--- config.mk ---
export PLATFORM = sky130hd
export DESIGN_NAME = phy_link_mgr
export DESIGN_NICKNAME = d
export VERILOG_FILES = /design/src/rtl/phy_mgr_pkg.sv /design/src/rtl/phy_mgr_xact.sv /design/src/rtl/phy_mgr_gap.sv /design/src/rtl/phy_mgr_seq.sv /design/src/rtl/phy_link_mgr.sv
export SDC_FILE = /design/constraint.sdc
export NUM_CORES = 1
export LEC_CHECK = 0
export BUFFER_PORTS_ARGS = -buffer_cell sky130_fd_sc_hd__buf_4
export CORE_MARGIN = 2
export CORE_UTILIZATION = 55
export CTS_CLUSTER_SIZE = 16
export DETAILED_ROUTE_END_ITERATION = 8
export GPL_TIMING_DRIVEN = 0
export PLACE_DENSITY_LB_ADDON = 0.05
export RECOVER_POWER = 25
export SETUP_SLACK_MARGIN = 0.15
export SLEW_MARGIN = 15
export SYNTH_ARGS = -nofsm -noshare
export SYNTH_HDL_FRONTEND = slang
export SYNTH_SLANG_ARGS = --single-unit
--- constraint.sdc ---
create_clock -name clk -period 2.2 [get_ports clk]
set_input_delay 0.44 -clock clk [delete_from_list [all_inputs] [get_ports clk]]
set_output_delay 0.44 -clock clk [all_outputs]
set_load 0.02 [all_outputs]
--- src/rtl/phy_mgr_pkg.sv ---
package phy_mgr_pkg;

  typedef enum logic [2:0] {
    OP_PROBE  = 3'd0,
    OP_RESET  = 3'd1,
    OP_ANEG   = 3'd2,
    OP_LINK   = 3'd3,
    OP_SPEED  = 3'd4,
    OP_ADVERT = 3'd5,
    OP_LOOP   = 3'd6
  } op_t;

  localparam logic [4:0] RA_CTRL = 5'd0;
  localparam logic [4:0] RA_STAT = 5'd1;
  localparam logic [4:0] RA_ID1  = 5'd2;
  localparam logic [4:0] RA_ADV  = 5'd4;
  localparam logic [4:0] RA_DIAG = 5'h12;

  localparam logic [15:0] CT_SOFT_RST   = 16'h8000;
  localparam logic [15:0] CT_LOOP       = 16'h4000;
  localparam logic [15:0] CT_AN_EN      = 16'h1000;
  localparam logic [15:0] CT_AN_RESTART = 16'h0200;
  localparam logic [15:0] CT_COL_TEST   = 16'h0080;

  localparam int ST_AN_CPL_BIT = 5;
  localparam int ST_LINK_BIT   = 2;
  localparam int DG_FDX_BIT    = 11;
  localparam int DG_100_BIT    = 10;

  localparam logic [15:0] AB_100F = 16'h0100;
  localparam logic [15:0] AB_100H = 16'h0080;
  localparam logic [15:0] AB_10F  = 16'h0040;
  localparam logic [15:0] AB_10H  = 16'h0020;

  typedef struct packed {
    logic        wr;
    logic [4:0]  ra;
    logic [15:0] wd;
  } acc_t;

  function automatic logic [15:0] adv_mix(logic [15:0] v, logic want100, logic wantfd);
    logic [15:0] r;
    r = v | AB_100F | AB_100H | AB_10F | AB_10H;
    if (!want100) r = r & ~(AB_100F | AB_100H);
    if (!wantfd)  r = r & ~(AB_100F | AB_10F);
    return r;
  endfunction

endpackage

--- src/rtl/phy_mgr_xact.sv ---
module phy_mgr_xact
  import phy_mgr_pkg::*;
(
  input  logic        clk,
  input  logic        rst,
  input  logic        go,
  input  acc_t        acc,
  input  logic [4:0]  pa,
  output logic        mdio_req,
  output logic        mdio_wr,
  output logic [4:0]  mdio_phy,
  output logic [4:0]  mdio_reg,
  output logic [15:0] mdio_wdata,
  input  logic        mdio_done,
  input  logic [15:0] mdio_rdata,
  output logic        fin,
  output logic [15:0] rd
);

  always_ff @(posedge clk) begin
    if (rst) begin
      mdio_req   <= 1'b0;
      mdio_wr    <= 1'b0;
      mdio_phy   <= 5'd0;
      mdio_reg   <= 5'd0;
      mdio_wdata <= 16'd0;
      fin        <= 1'b0;
      rd         <= 16'd0;
    end else begin
      fin <= 1'b0;
      if (!mdio_req && go) begin
        mdio_req   <= 1'b1;
        mdio_wr    <= acc.wr;
        mdio_phy   <= pa;
        mdio_reg   <= acc.ra;
        mdio_wdata <= acc.wd;
      end else if (mdio_req && mdio_done) begin
        mdio_req <= 1'b0;
        fin      <= 1'b1;
        rd       <= mdio_rdata;
      end
    end
  end

endmodule

--- src/rtl/phy_mgr_gap.sv ---
module phy_mgr_gap #(
  parameter int GAP = 200
) (
  input  logic clk,
  input  logic rst,
  input  logic start,
  output logic fire
);

  generate
    if (GAP == 0) begin : g_nowait
      always_ff @(posedge clk) begin
        if (rst) fire <= 1'b0;
        else     fire <= start;
      end
    end else begin : g_count
      localparam int CW = $clog2(GAP + 1);
      logic [CW-1:0] cnt;
      always_ff @(posedge clk) begin
        if (rst) begin
          cnt  <= '0;
          fire <= 1'b0;
        end else if (start) begin
          cnt  <= CW'(GAP);
          fire <= 1'b0;
        end else if (cnt != '0) begin
          cnt  <= cnt - 1'b1;
          fire <= (cnt == CW'(1));
        end else begin
          fire <= 1'b0;
        end
      end
    end
  endgenerate

endmodule

--- src/rtl/phy_mgr_seq.sv ---
module phy_mgr_seq
  import phy_mgr_pkg::*;
#(
  parameter int ADDR_MIN   = 1,
  parameter int ADDR_MAX   = 31,
  parameter int POLL_LIMIT = 8
) (
  input  logic        clk,
  input  logic        rst,
  input  logic        cmd_valid,
  input  logic [2:0]  cmd_op,
  input  logic [1:0]  cmd_arg,
  output logic        cmd_ready,
  output logic        cmd_done,
  output logic [15:0] rsp_data,
  output logic        go,
  output acc_t        acc,
  output logic [4:0]  pa,
  input  logic        fin,
  input  logic [15:0] rd,
  output logic        gap_start,
  input  logic        gap_fire,
  output logic [7:0]  addr_out,
  output logic        phy_absent,
  output logic        link_up,
  output logic        spd_100,
  output logic        full_dup,
  output logic        an_done,
  output logic        an_timeout
);

  localparam int PW = $clog2(POLL_LIMIT + 1);
  localparam logic [4:0] A_LO = 5'(ADDR_MIN);
  localparam logic [4:0] A_HI = 5'(ADDR_MAX);
  localparam logic [PW-1:0] P_LAST = PW'(POLL_LIMIT - 1);

  typedef enum logic [4:0] {
    S_IDLE, S_PRB_RD, S_RST_W1, S_RST_W2, S_AN_RD, S_AN_WR, S_AN_POLL,
    S_AN_DLY, S_LNK_RD, S_TYP_RD, S_ADV_RD, S_ADV_WR, S_LB_RD, S_LB_WR,
    S_LB_RB
  } st_t;

  st_t           st;
  logic          issued;
  logic [4:0]    cur;
  logic [15:0]   hold;
  logic [1:0]    arg_q;
  logic [PW-1:0] polls;
  logic          acc_state;

  assign cmd_ready = (st == S_IDLE);
  assign pa        = cur;

  always_comb begin
    acc       = '{wr: 1'b0, ra: RA_CTRL, wd: 16'd0};
    acc_state = 1'b1;
    case (st)
      S_PRB_RD:  acc.ra = RA_ID1;
      S_RST_W1:  acc = '{wr: 1'b1, ra: RA_CTRL, wd: CT_SOFT_RST};
      S_RST_W2:  acc = '{wr: 1'b1, ra: RA_CTRL, wd: CT_AN_EN | CT_AN_RESTART | CT_COL_TEST};
      S_AN_RD:   acc.ra = RA_CTRL;
      S_AN_WR:   acc = '{wr: 1'b1, ra: RA_CTRL, wd: hold};
      S_AN_POLL: acc.ra = RA_STAT;
      S_LNK_RD:  acc.ra = RA_STAT;
      S_TYP_RD:  acc.ra = RA_DIAG;
      S_ADV_RD:  acc.ra = RA_ADV;
      S_ADV_WR:  acc = '{wr: 1'b1, ra: RA_ADV, wd: hold};
      S_LB_RD:   acc.ra = RA_CTRL;
      S_LB_WR:   acc = '{wr: 1'b1, ra: RA_CTRL, wd: hold};
      S_LB_RB:   acc.ra = RA_CTRL;
      default:   acc_state = 1'b0;
    endcase
    go = acc_state && !issued;
  end

  always_ff @(posedge clk) begin
    if (rst) begin
      st         <= S_IDLE;
      issued     <= 1'b0;
      cur        <= A_LO;
      hold       <= 16'd0;
      arg_q      <= 2'd0;
      polls      <= '0;
      cmd_done   <= 1'b0;
      gap_start  <= 1'b0;
      rsp_data   <= 16'd0;
      addr_out   <= 8'hFF;
      phy_absent <= 1'b1;
      link_up    <= 1'b0;
      spd_100    <= 1'b0;
      full_dup   <= 1'b0;
      an_done    <= 1'b0;
      an_timeout <= 1'b0;
    end else begin
      cmd_done  <= 1'b0;
      gap_start <= 1'b0;
      if (go) issued <= 1'b1;
      if (fin) issued <= 1'b0;
      case (st)
        S_IDLE: begin
          issued <= 1'b0;
          if (cmd_valid) begin
            arg_q <= cmd_arg;
            case (op_t'(cmd_op))
              OP_PROBE:  begin cur <= A_LO; st <= S_PRB_RD; end
              OP_RESET:  st <= S_RST_W1;
              OP_ANEG:   begin
                polls      <= '0;
                an_done    <= 1'b0;
                an_timeout <= 1'b0;
                st         <= S_AN_RD;
              end
              OP_LINK:   st <= S_LNK_RD;
              OP_SPEED:  st <= S_TYP_RD;
              OP_ADVERT: st <= S_ADV_RD;
              OP_LOOP:   st <= S_LB_RD;
              default:   cmd_done <= 1'b1;
            endcase
          end
        end
        S_PRB_RD: if (fin) begin
          if (rd != 16'hFFFF && rd != 16'h0000) begin
            addr_out   <= {3'b000, cur};
            phy_absent <= 1'b0;
            st         <= S_IDLE;
            cmd_done   <= 1'b1;
          end else if (cur == A_HI) begin
            addr_out   <= 8'hFF;
            phy_absent <= 1'b1;
            st         <= S_IDLE;
            cmd_done   <= 1'b1;
          end else begin
            cur <= cur + 5'd1;
          end
        end
        S_RST_W1: if (fin) st <= S_RST_W2;
        S_RST_W2: if (fin) begin st <= S_IDLE; cmd_done <= 1'b1; end
        S_AN_RD: if (fin) begin
          hold <= rd | CT_AN_EN | CT_AN_RESTART;
          st   <= S_AN_WR;
        end
        S_AN_WR: if (fin) st <= S_AN_POLL;
        S_AN_POLL: if (fin) begin
          if (rd[ST_AN_CPL_BIT]) begin
            an_done  <= 1'b1;
            st       <= S_IDLE;
            cmd_done <= 1'b1;
          end else if (polls == P_LAST) begin
            an_timeout <= 1'b1;
            st         <= S_IDLE;
            cmd_done   <= 1'b1;
          end else begin
            polls     <= polls + 1'b1;
            gap_start <= 1'b1;
            st        <= S_AN_DLY;
          end
        end
        S_AN_DLY: if (gap_fire) st <= S_AN_POLL;
        S_LNK_RD: if (fin) begin
          link_up  <= rd[ST_LINK_BIT];
          st       <= S_IDLE;
          cmd_done <= 1'b1;
        end
        S_TYP_RD: if (fin) begin
          full_dup <= rd[DG_FDX_BIT];
          spd_100  <= rd[DG_100_BIT];
          st       <= S_IDLE;
          cmd_done <= 1'b1;
        end
        S_ADV_RD: if (fin) begin
          hold <= adv_mix(rd, arg_q[1], arg_q[0]);
          st   <= S_ADV_WR;
        end
        S_ADV_WR: if (fin) begin st <= S_IDLE; cmd_done <= 1'b1; end
        S_LB_RD: if (fin) begin
          hold <= arg_q[0] ? (rd | CT_LOOP) : (rd & ~CT_LOOP);
          st   <= S_LB_WR;
        end
        S_LB_WR: if (fin) st <= S_LB_RB;
        S_LB_RB: if (fin) begin
          rsp_data <= rd;
          st       <= S_IDLE;
          cmd_done <= 1'b1;
        end
        default: st <= S_IDLE;
      endcase
    end
  end

endmodule

--- src/rtl/phy_link_mgr.sv ---
module phy_link_mgr
  import phy_mgr_pkg::*;
#(
  parameter int ADDR_MIN   = 1,
  parameter int ADDR_MAX   = 31,
  parameter int POLL_GAP   = 200,
  parameter int POLL_LIMIT = 8
) (
  input  logic        clk,
  input  logic        rst,
  input  logic        cmd_valid,
  input  logic [2:0]  cmd_op,
  input  logic [1:0]  cmd_arg,
  output logic        cmd_ready,
  output logic        cmd_done,
  output logic [15:0] rsp_data,
  output logic        mdio_req,
  output logic        mdio_wr,
  output logic [4:0]  mdio_phy,
  output logic [4:0]  mdio_reg,
  output logic [15:0] mdio_wdata,
  input  logic        mdio_done,
  input  logic [15:0] mdio_rdata,
  output logic [7:0]  addr_out,
  output logic        phy_absent,
  output logic        link_up,
  output logic        spd_100,
  output logic        full_dup,
  output logic        an_done,
  output logic        an_timeout
);

  logic        go, fin, gap_start, gap_fire;
  acc_t        acc;
  logic [4:0]  pa;
  logic [15:0] rd;

  phy_mgr_seq #(
    .ADDR_MIN(ADDR_MIN), .ADDR_MAX(ADDR_MAX), .POLL_LIMIT(POLL_LIMIT)
  ) u_seq (
    .clk(clk), .rst(rst), .cmd_valid(cmd_valid), .cmd_op(cmd_op),
    .cmd_arg(cmd_arg), .cmd_ready(cmd_ready), .cmd_done(cmd_done),
    .rsp_data(rsp_data), .go(go), .acc(acc), .pa(pa), .fin(fin), .rd(rd),
    .gap_start(gap_start), .gap_fire(gap_fire), .addr_out(addr_out),
    .phy_absent(phy_absent), .link_up(link_up), .spd_100(spd_100),
    .full_dup(full_dup), .an_done(an_done), .an_timeout(an_timeout)
  );

  phy_mgr_xact u_xact (
    .clk(clk), .rst(rst), .go(go), .acc(acc), .pa(pa),
    .mdio_req(mdio_req), .mdio_wr(mdio_wr), .mdio_phy(mdio_phy),
    .mdio_reg(mdio_reg), .mdio_wdata(mdio_wdata), .mdio_done(mdio_done),
    .mdio_rdata(mdio_rdata), .fin(fin), .rd(rd)
  );

  phy_mgr_gap #(.GAP(POLL_GAP)) u_gap (
    .clk(clk), .rst(rst), .start(gap_start), .fire(gap_fire)
  );

endmodule

==> parameters.txt <==
Parameter                              Value

Status
  Result of the run    finished clean

Route
  Vias per std cell    5.88
  Initial detailed-routing violation count    304
  Vias    4595
  Post-route antenna net violation count    0
  Total detailed-routing wirelength    13500 um
  Average wire per standard cell    17.3 um
  Router iterations before antenna repair    5
  DRC violation count after routing    0

CTS
  Maximum buffer depth of the clock tree    2
  Clock-pin slew of the registers on the worst-case setup and hold paths    0.06 ns
  Total number of clock tree sinks    114
  Clock Latency Late Sink    0.52 ns
  Library cell used as clock root buffer    sky130_fd_sc_hd__clkbuf_8
  Clock buffers created by TritonCTS    17
  H-tree levels    4
  TritonCTS clock tree    yes
  Hold Buf Count CTS    0

STA
  Final setup fails    0
  Unrepaired setup endpoints after global routing    yes
  Final Hold Violating Endpoints    0
  Pins Over Slew Limit    0
  Fmax    0.490 GHz
  Setup tns final    0 ns
  Period Utilization, post-route    92.7%
  Slew at the pin closest to its max-slew limit    0.686 ns
  Worst slack on hold paths    0.127 ns
  Final worst clock skew    0.00683 ns
  Worst-case headroom to the max-slew limit    54.3%
  Post-layout minimum cycle time    2.04 ns

Cells and area
  Area growth from synthesis to final layout    31.7%
  Count of placed standard cells in the final layout, fillers left out    782
  Fraction of the core area covered by cells at the end of the flow    73.9%
  Antenna cells    0
  Share of layout cells above drive strength 1    23.9%
  Top library cells by usage in the layout, fill and taps aside    sky130_fd_sc_hd__dfxtp_1 (101), sky130_fd_sc_hd__nor2_1 (72), sky130_fd_sc_hd__buf_4 (64), sky130_fd_sc_hd__nand2_1 (51), sky130_fd_sc_hd__clkbuf_1 (50)
  # fillers    668
  Nets@finish    691
  Most common library cell in the layout ignoring fill and taps    sky130_fd_sc_hd__dfxtp_1

Yosys
  Average cell area after synthesis    8.88 sq um
  Number of synthesized register bits    114
  Proportion of synthesized flip-flops having asynchronous set or reset    0%
  Syn nets    576
  Yosys warns    0
  Area share of and/or/nand/nor cells after synthesis    22.5%
  Instance count of the mapped netlist    546
  Sequential share of the synthesized area    47.1%
  Compound-gate portion of the synthesized area    15.9%
  Post-synth cell types    56
  Parity-gate share of the synthesized area counting xor and xnor cells    1.81%
  Mapped Area    4850 sq um
  Adder and majority cell fraction of the synthesized area    1.29%
  Most instantiated flip-flop cell in the synthesis netlist    sky130_fd_sc_hd__dfxtp_1
  Dominant combinational cell family by area after synthesis    simple AND/OR/NAND/NOR gates
  Multiplexer share of the synthesized area    6.64%
  Number of flops mapped to enable cells by yosys    0

Worst setup path
  Category of the worst setup path capture point    register
  Startpoint kind of the worst setup timing path    register
  Total stage count of the critical path    6
  Cells along the critical path    nand4_1 > or4_4 > buf_6 > a211o_4 > and3_4 > a211oi_2
  Max Fanout on Critical Path    6
  Start point of the critical path    u_xact.rd[13]$_SDFFE_PP0P_
  R2r startpoint    u_xact.rd[13]$_SDFFE_PP0P_
  Capturing instance or port of the critical path    u_seq.st[0]$_SDFFE_PP0P_
  Buffers plus inverters on the worst setup path    1
  Maximum single-stage delay on the critical path    0.51 ns
  Required time worst endpoint    2.63 ns
  Critical-path top delay cell    sky130_fd_sc_hd__or4_4
  Crit path arrival time    2.47 ns
  Worst reg2reg path endpoint    u_seq.st[0]$_SDFFE_PP0P_
  Flop-to-flop setup slack    0.16 ns
  R2R cell count    6
  Critical Setup Path Class    register to register
  Critical path's top delay family    simple AND/OR/NAND/NOR gates

Placed design
  Hpwl dp    9220 um
  Total placed cells including tap cells    735
  Count of input and output buffers    81
  Routability-driven placement congestion ratio    0.922

Die
  Die Y    97.9 um
  Die width    97.9 um
  Floorplan die area    9580 sq um
  Number of rows in the core area    34
  Count of boundary I/O pins    85
  Core Region    8640 sq um
  Starting Density    56.1%

Global route
  Largest net degree at the start of global routing    17
  Tot GR Track Use    28.0%
  First-pass GRT wire length    21500 um
  Via count of the first global-routing pass    4242
  Number of antenna violations at the first check in global routing    0
  Grt ovf    0

Job
  Count of max-cap constraint violations    0

Power
  Peak ir drop on the vdd network    809 uV
  Power density of the placed cells    1240 nW/um^2
  Overall power    7.89 mW
  Static leakage    2.49 nW

Min path
  Worst hold path class    input port to register
worst min path at each step:
stage | startpoint | to | depth (start not counted)
detailed placement | u_xact.mdio_reg[4]$_SDFFE_PP0P_ | u_xact.mdio_reg[4]$_SDFFE_PP0P_ | 2
global route | mdio_rdata[13] | u_xact.rd[13]$_SDFFE_PP0P_ | 2
floorplan | u_seq.gap_start$_SDFF_PP0_ | u_gap.g_count.cnt[0]$_SDFFE_PP0P_ | 1
global placement | u_xact.mdio_wdata[14]$_SDFFE_PP0P_ | u_xact.mdio_wdata[14]$_SDFFE_PP0P_ | 2
finish | mdio_rdata[7] | u_xact.rd[7]$_SDFFE_PP0P_ | 2
CTS | mdio_rdata[7] | u_xact.rd[7]$_SDFFE_PP0P_ | 2
kinds of logic (layout without fill, tap and decap cells):
kind of cell             after synthesis  after routing
AND/OR/NAND/NOR                      226            226
flip-flops                           114            114
AO/OA/AOI/OAI                        106            106
buffers and inverters                 52            180
multiplexers                          32             32
XOR/XNOR                              10             10
adder cells (fa/ha/maj)                5              5
other                                  1              1
cell type report:
type	count	area, sq um	area share (%)
multi-input combinational	380	2470	38.7
sequential	114	2310	36.1
timing repair buffer	96	593	9.29
clock buffer	17	414	6.49
buffer	40	225	3.53
clock inverter	15	196	3.08
tap	108	135	2.12
inverter	12	45.0	0.706
metal layers:
| metal | global-route usage (%) | wire length, um | share of wire [%] |
|---|---|---|---|
| met1 | 35.6 | 5780 | 43 |
| met2 | 47.0 | 6610 | 49 |
| met3 | 6.08 | 883 | 6.5 |
| met4 | 9.94 | 244 | 1.8 |
| met5 | 0 | 0 | 0 |
cells in the mapped netlist (all sizes together) (8+ instances only):
master | number | area, sq um
dfxtp | 114 | 2280
nor2 | 74 | 278
nand2 | 51 | 191
nand3 | 33 | 165
a21oi | 31 | 155
mux2i | 31 | 310
clkbuf | 25 | 93.8
a22o | 17 | 149
nor3 | 17 | 90.1
a211oi | 15 | 138
buf | 15 | 91.3
inv | 12 | 45.0
o21ai | 11 | 55.1
a31oi | 9 | 56.3
nand4 | 8 | 50.1
nor4 | 8 | 56.3
power by group:
part | total (mW) | internal, mW | switching [mW]
clock | 2.83 | 1.76 | 1.07
sequential | 2.55 | 2.30 | 0.250
combinational | 2.50 | 1.01 | 1.49
timing repair:
action / 4_1_cts / 5_1_grt
setup buffers: 3 / 12
pin swaps: 2 / 3
setup endpoints to repair: 49 / 65
gates cloned: 0 / 0
gates resized for setup: 15 / 56
per-stage QoR:
| stage | setup WS (ns) | cell area, sq um |
|---|---|---|
| finish | 0.160 | 6380 |
| global route | 0.0881 | 6380 |
| CTS | 0.00100 | 6290 |
| detailed placement | -0.289 | 5590 |
| global placement | -0.344 | 5590 |
| floorplan | 0.229 | 4850 |
No activity file was read; power rests on OpenSTA's default activity.
